`src/rtl/nxu_pkg.sv`:
```
package nxu_pkg;
   typedef enum logic [1:0] {
      OP_ADD   = 2'b00,
      OP_STIND = 2'b01,
      OP_LDIND = 2'b10,
      OP_IMM   = 2'b11
   } nxu_op_e;

   typedef enum logic [1:0] {
      ST_IDLE = 2'b00,
      ST_RD   = 2'b01,
      ST_WR   = 2'b10
   } nxu_state_e;
endpackage

```
`src/rtl/nxu_cell_array.sv`:
```
module nxu_cell_array #(
   parameter int ADDR_W         = 7,
   parameter int DATA_W         = 4,
   parameter bit CLEAR_ON_RESET = 1'b1
) (
   input  logic              clk,
   input  logic              rst_n,
   input  logic              we,
   input  logic [ADDR_W-1:0] waddr,
   input  logic [DATA_W-1:0] wdata,
   input  logic [ADDR_W-1:0] raddr_a,
   output logic [DATA_W-1:0] rdata_a,
   input  logic [ADDR_W-1:0] raddr_b,
   output logic [DATA_W-1:0] rdata_b
);
   localparam int DEPTH = 1 << ADDR_W;

   logic [DATA_W-1:0] cells [DEPTH];

   generate
      if (ADDR_W < 1 || ADDR_W > 12) begin : g_bad_addr
         $error("nxu_cell_array: ADDR_W out of range");
      end
      if (CLEAR_ON_RESET) begin : g_clear
         always_ff @(posedge clk or negedge rst_n) begin
            if (!rst_n) begin
               for (int i = 0; i < DEPTH; i++) cells[i] <= '0;
            end else if (we) begin
               cells[waddr] <= wdata;
            end
         end
      end else begin : g_keep
         always_ff @(posedge clk) begin
            if (we) cells[waddr] <= wdata;
         end
      end
   endgenerate

   assign rdata_a = cells[raddr_a];
   assign rdata_b = cells[raddr_b];
endmodule

```
`src/rtl/nxu_addr_gen.sv`:
```
module nxu_addr_gen #(
   parameter int ROW_W = 3,
   parameter int COL_W = 4
) (
   input  logic [ROW_W-1:0]       reg_row,
   input  logic [COL_W-1:0]       reg_sel,
   input  logic [ROW_W+COL_W-1:0] opnd,
   input  logic [COL_W-1:0]       reg_val,
   output logic [ROW_W+COL_W-1:0] reg_addr,
   output logic [ROW_W+COL_W-1:0] ind_addr
);
   localparam int AW = ROW_W + COL_W;

   logic [ROW_W-1:0] opnd_row;

   assign opnd_row = opnd[AW-1:COL_W];
   assign reg_addr = {reg_row, reg_sel};
   assign ind_addr = {opnd_row, reg_val};
endmodule

```
`src/rtl/nxu_adder.sv`:
```
module nxu_adder #(
   parameter int W = 4
) (
   input  logic [W-1:0] a,
   input  logic [W-1:0] b,
   output logic [W-1:0] sum,
   output logic         cout
);
   logic [W:0] full;

   assign full = {1'b0, a} + {1'b0, b};
   assign sum  = full[W-1:0];
   assign cout = full[W];
endmodule

```
`src/rtl/nibble_xfer_unit.sv`:
```
module nibble_xfer_unit
   import nxu_pkg::*;
#(
   parameter int ROW_W          = 3,
   parameter int COL_W          = 4,
   parameter int DATA_W         = 4,
   parameter bit CLEAR_ON_RESET = 1'b1
) (
   input  logic                   clk,
   input  logic                   rst_n,
   input  logic                   start,
   input  logic [1:0]             opcode,
   input  logic [ROW_W-1:0]       reg_row,
   input  logic [COL_W-1:0]       reg_sel,
   input  logic [ROW_W+COL_W-1:0] mem_opnd,
   output logic                   done,
   output logic                   carry,
   output logic [DATA_W-1:0]      wr_nibble
);
   localparam int AW = ROW_W + COL_W;

   generate
      if (DATA_W != COL_W) begin : g_bad_width
         $error("nibble_xfer_unit: a cell must hold exactly one column index");
      end
      if (ROW_W < 1 || COL_W < 1) begin : g_bad_dims
         $error("nibble_xfer_unit: row and column widths must be positive");
      end
   endgenerate

   nxu_state_e        state_q;
   nxu_op_e           op_q;
   logic [ROW_W-1:0]  row_q;
   logic [COL_W-1:0]  sel_q;
   logic [AW-1:0]     opnd_q;

   logic [AW-1:0]     wr_addr_q;
   logic [DATA_W-1:0] wr_data_q;
   logic              wr_en_q;
   logic              cupd_q;
   logic              cnext_q;

   logic              done_q;
   logic              carry_q;
   logic [DATA_W-1:0] shown_q;

   logic [AW-1:0]     reg_addr;
   logic [AW-1:0]     ind_addr;
   logic [AW-1:0]     rd_b_addr;
   logic [DATA_W-1:0] reg_val;
   logic [DATA_W-1:0] opnd_val;
   logic [DATA_W-1:0] add_sum;
   logic              add_cout;

   logic [AW-1:0]     nx_addr;
   logic [DATA_W-1:0] nx_data;
   logic              nx_en;
   logic              nx_cupd;

   nxu_addr_gen #(.ROW_W(ROW_W), .COL_W(COL_W)) u_addr (
      .reg_row  (row_q),
      .reg_sel  (sel_q),
      .opnd     (opnd_q),
      .reg_val  (reg_val),
      .reg_addr (reg_addr),
      .ind_addr (ind_addr)
   );

   assign rd_b_addr = (op_q == OP_LDIND) ? ind_addr : opnd_q;

   nxu_cell_array #(
      .ADDR_W         (AW),
      .DATA_W         (DATA_W),
      .CLEAR_ON_RESET (CLEAR_ON_RESET)
   ) u_cells (
      .clk     (clk),
      .rst_n   (rst_n),
      .we      (state_q == ST_WR && wr_en_q),
      .waddr   (wr_addr_q),
      .wdata   (wr_data_q),
      .raddr_a (reg_addr),
      .rdata_a (reg_val),
      .raddr_b (rd_b_addr),
      .rdata_b (opnd_val)
   );

   nxu_adder #(.W(DATA_W)) u_add (
      .a    (reg_val),
      .b    (opnd_val),
      .sum  (add_sum),
      .cout (add_cout)
   );

   always_comb begin
      nx_addr = reg_addr;
      nx_data = add_sum;
      nx_en   = 1'b1;
      nx_cupd = 1'b0;
      unique case (op_q)
         OP_ADD: begin
            nx_addr = reg_addr;
            nx_data = add_sum;
            nx_cupd = 1'b1;
         end
         OP_STIND: begin
            nx_addr = ind_addr;
            nx_data = opnd_val;
         end
         OP_LDIND: begin
            nx_addr = opnd_q;
            nx_data = opnd_val;
         end
         OP_IMM: begin
            nx_addr = reg_addr;
            nx_data = opnd_q[DATA_W-1:0];
         end
         default: nx_en = 1'b0;
      endcase
   end

   always_ff @(posedge clk or negedge rst_n) begin
      if (!rst_n) begin
         state_q   <= ST_IDLE;
         op_q      <= OP_ADD;
         row_q     <= '0;
         sel_q     <= '0;
         opnd_q    <= '0;
         wr_addr_q <= '0;
         wr_data_q <= '0;
         wr_en_q   <= 1'b0;
         cupd_q    <= 1'b0;
         cnext_q   <= 1'b0;
         done_q    <= 1'b0;
         carry_q   <= 1'b0;
         shown_q   <= '0;
      end else begin
         done_q <= (state_q == ST_WR);
         unique case (state_q)
            ST_IDLE: begin
               if (start) begin
                  op_q    <= nxu_op_e'(opcode);
                  row_q   <= reg_row;
                  sel_q   <= reg_sel;
                  opnd_q  <= mem_opnd;
                  state_q <= ST_RD;
               end
            end
            ST_RD: begin
               wr_addr_q <= nx_addr;
               wr_data_q <= nx_data;
               wr_en_q   <= nx_en;
               cupd_q    <= nx_cupd;
               cnext_q   <= add_cout;
               state_q   <= ST_WR;
            end
            ST_WR: begin
               if (cupd_q)  carry_q <= cnext_q;
               if (wr_en_q) shown_q <= wr_data_q;
               state_q <= ST_IDLE;
            end
            default: state_q <= ST_IDLE;
         endcase
      end
   end

   assign done      = done_q;
   assign carry     = carry_q;
   assign wr_nibble = shown_q;
endmodule

```
`config.mk`:
```
export PLATFORM = sky130hd
export DESIGN_NAME = nibble_xfer_unit
export DESIGN_NICKNAME = d
export VERILOG_FILES = /design/src/rtl/nxu_pkg.sv /design/src/rtl/nxu_cell_array.sv /design/src/rtl/nxu_addr_gen.sv /design/src/rtl/nxu_adder.sv /design/src/rtl/nibble_xfer_unit.sv
export SDC_FILE = /design/constraint.sdc
export NUM_CORES = 1
export LEC_CHECK = 0
export ABC_AREA = 1
export BUFFER_PORTS_ARGS = -buffer_cell sky130_fd_sc_hd__buf_2
export CORE_UTILIZATION = 50
export CTS_CLUSTER_SIZE = 28
export DETAILED_ROUTE_END_ITERATION = 6
export HOLD_SLACK_MARGIN = 0.06
export PLACE_DENSITY = 0.68
export SLEW_MARGIN = 5
export SYNTH_ARGS = -nofsm -noshare
export SYNTH_HDL_FRONTEND = slang
export SYNTH_HIERARCHICAL = 1
export SYNTH_SLANG_ARGS = --single-unit
```
`constraint.sdc`:
```
create_clock -name clk -period 3.9 [get_ports clk]
set_input_delay 0.78 -clock clk [delete_from_list [all_inputs] [get_ports clk]]
set_output_delay 0.78 -clock clk [all_outputs]
set_load 0.02 [all_outputs]
```
==> flow_summary.json <==
{
  "status": "complete, but fails checks",
  "violations": "design-rule violations, negative setup slack",
  "grt-ovfl-total": 0,
  "dieWidth_um": 250.2,
  "dr_wl_met3_mm": 11.72,
  "syn_avg_cell_area_um2": 6.984,
  "reg2reg_setup_slack_ns": -0.72,
  "grt_usage_pct": 35.84,
  "routedWlPerCell_um": 20.67,
  "wl_met1_mm": 45.54,
  "hold_class": "primary input to register",
  "power.leakage_nw": 16.65,
  "yosysWarnings": 6,
  "fin_ws_ns": -0.7185,
  "grt_pass1_wl_mm": 175.6,
  "vdd_drop_max_mv": 0.4641,
  "rsz0062_at_grt": "yes",
  "synth_fp_nets": 4439,
  "setup.worst_path.end_class": "register",
  "final_nets": 4639,
  "critPathLaunchType": "register",
  "ant_nets": 0,
  "synth_async_sr_flop_share_pct": 100.0,
  "worstPathRequired_ns": 4.42,
  "crit_slowest_cell": "dfrtp_4",
  "p_per_area_mw_per_mm2": 689.1,
  "finClkSkew_ns": 0.03375,
  "placeableCoreArea_mm2": 0.06058,
  "routed_wl_mm": 112.5,
  "synth.distinct_cells": 29,
  "worst-path-buf-inv": 7,
  "crit_family": "simple AND/OR/NAND/NOR gates",
  "grt_max_degree": 148,
  "clk_pin_slew_ns": 0.07,
  "hold_violations": 0,
  "root_buffer": "clkbuf_16",
  "grt_pass1_vias": 30190,
  "setup_viol": 5,
  "via_per_inst": 5.918,
  "drive_gt1_share_pct": 14.29,
  "numCtsBuffers": 61,
  "cts_tree": "yes",
  "io_buffer_count": 24,
  "dr_total_vias": 32210,
  "area_growth_pct": 20.96,
  "antenna_found_initial": 1,
  "cts_htree_levels": 2,
  "layout_common_cells": "1,837 x nand2_1, 924 x nand3_1, 547 x dfrtp_1",
  "crit_arrival_ns": 5.14,
  "yosysSeqAreaShare_pct": 44.68,
  "internal_power_mw": 14.74,
  "firstDrtPassIters": 7,
  "slew_viol_final": 0,
  "synth_edf_count": 0,
  "wl_met2_mm": 49.39,
  "criticalPathCategory": "register to register",
  "synth_top_cell_by_area": "dfrtp_1",
  "cp_max_fo": 37,
  "fmax_mhz": 216.5,
  "switching_share_pct": 42.59,
  "synth_area_mm2": 0.03081,
  "tightest_slew_ns": 1.221,
  "drc": 15,
  "synth_area_leaders": "dfrtp_1 45%, nand2_1 22%, nand3_1 15%",
  "cts.sinks": 550,
  "clkPwrFrac_pct": 25.2,
  "fin_crit_ns": 4.619,
  "num_rows": 90,
  "first_iter_violations": 4386,
  "slew_headroom_pct": 17.98,
  "clk_latency_ns": 0.65,
  "yosysTopAreaCellShare_pct": 44.68,
  "cp_common_cell": "nand2_1",
  "p_switching_mw": 10.94,
  "syn_inst": 4411,
  "cts.path.max_buffers": 3,
  "initial_core_util_pct": 50.85,
  "synth_ff_type": "dfrtp_1",
  "ios": 25,
  "die_h_um": 250.2,
  "place_congestion": 0.9899,
  "hpwlAfterDp_mm": 71.95,
  "slowest_delay_ns": 0.56,
  "n_antenna_cell": 0,
  "p_seq_share_pct": 28.0,
  "p_comb_share_pct": 46.8,
  "finalSetupTns_ns": -3.013,
  "final_area_mm2": 0.03726,
  "die-area_mm2": 0.06261,
  "placed_area_mm2": 0.03437,
  "max_cap_violations": 0,
  "ys_seq_elements": 550,
  "dr.max_layer_used": "met5",
  "post-route-period-util_pct": 118.4,
  "final_common_cell": "nand2_1"
}
logic make-up (layout without fill, tap and decap cells):
family	Yosys count	after routing	share of synthesized area [%]
and+or+nand+nor	2944	2944	40.71
adders and majority gates	9	9	0.3899
xor gates and xnor gates	1	1	0.02844
AOI/OAI and AO/OA	541	541	8.789
buffers and inverters	366	615	5.406
DFF	550	550	44.68
power by group through the flow:
stage	clock [mW]	combinational [mW]	sequential, mW
floorplan	0	6.60	7.00
global placement	0	10.9	7.26
detailed placement	0	11.0	7.25
CTS	6.53	11.4	7.17
global route	6.75	12.8	7.27
finish	6.47	12.0	7.19
worst register-to-register path, delay by kind of cell (launching register included):
| kind | cells | cell delay (ns) |
|---|---|---|
| DFF | 1 | 0.56 |
| AOI/OAI and AO/OA | 4 | 0.42 |
| adders and majority gates | 1 | 0.23 |
| and+or+nand+nor | 22 | 2.10 |
| buffers and inverters | 7 | 1.23 |
worst paths after layout:
kind	from	end	cells past startpoint
setup / recovery	sel_q[0]	cnext_q	34
hold / removal	mem_opnd[4]	opnd_q[4]	3
setup reg to reg	sel_q[0]	cnext_q	34
hold reg to reg	wr_en_q	wr_en_q	1
max in group asynchronous	rst_n	u_cells/cells[61]	3
min in group asynchronous	rst_n	u_cells/cells[366]	2
metrics by stage:
step           cells  setup slack [ns]  hold slack, ns  util (%)  total power, mW
4_1_cts         5427           -0.5678          0.3222     61.02            25.07
3_5_place_dp    5302           -0.9111          0.4545     56.74            18.27
2_1_floorplan   4411          0.008781          0.4343         -            13.60
6_report        5442           -0.7185          0.3355     61.51            25.68
5_1_grt         5442           -0.8977          0.3509     61.51            26.81
3_3_place_gp    5302           -0.8822          0.4503     56.74            18.20
area by class of cell:
type	count	area (µm²)
sequential	550	13770
clock buffer	82	1747
timing repair inverter	1	6.256
clock inverter	30	504.2
tap	782	978.4
multi-input combinational	3495	15550
inverter	67	301.5
timing repair buffer	435	4404
fill	5448	23320
synthesized netlist by cell type, types with 10 or more instances:
master    number
buf_4         28
buf_2        124
a21oi_1       52
inv_2         14
clkbuf_1     125
o21ai_0      402
nor2_1        85
nand2_1     1846
buf_1         20
o21ai_1       87
nand3_1      936
nor2_2        10
inv_1         46
dfrtp_1      550
nand2_2       46
registers in the layout (all words and copies together), names as in the netlist, 2 cells and up:
register,flops
op_q,2
wr_addr_q,7
u_cells/cells,512
wr_nibble,4
sel_q,4
wr_data_q,4
row_q,3
state_q,2
opnd_q,7
repair_timing:
action | 4_1_cts | 5_1_grt
resized for setup | 35 | 14
hold endpoints to repair | 11 | 0
hold buffers | 1 | 0
pin swaps | 0 | 0
endpoints found under the setup margin | 5 | 5
gates cloned | 4 | 5
setup buffers | 8 | 10
routing by layer:
metal | track usage [%] | vias up
met3 | 6.568 | 370
met2 | 54.89 | 1911
li1 | - | 14980
met1 | 48.73 | 14950
met5 | 0 | -
met4 | 18.18 | 2
Note: power is estimated with default switching activity, not from simulation.
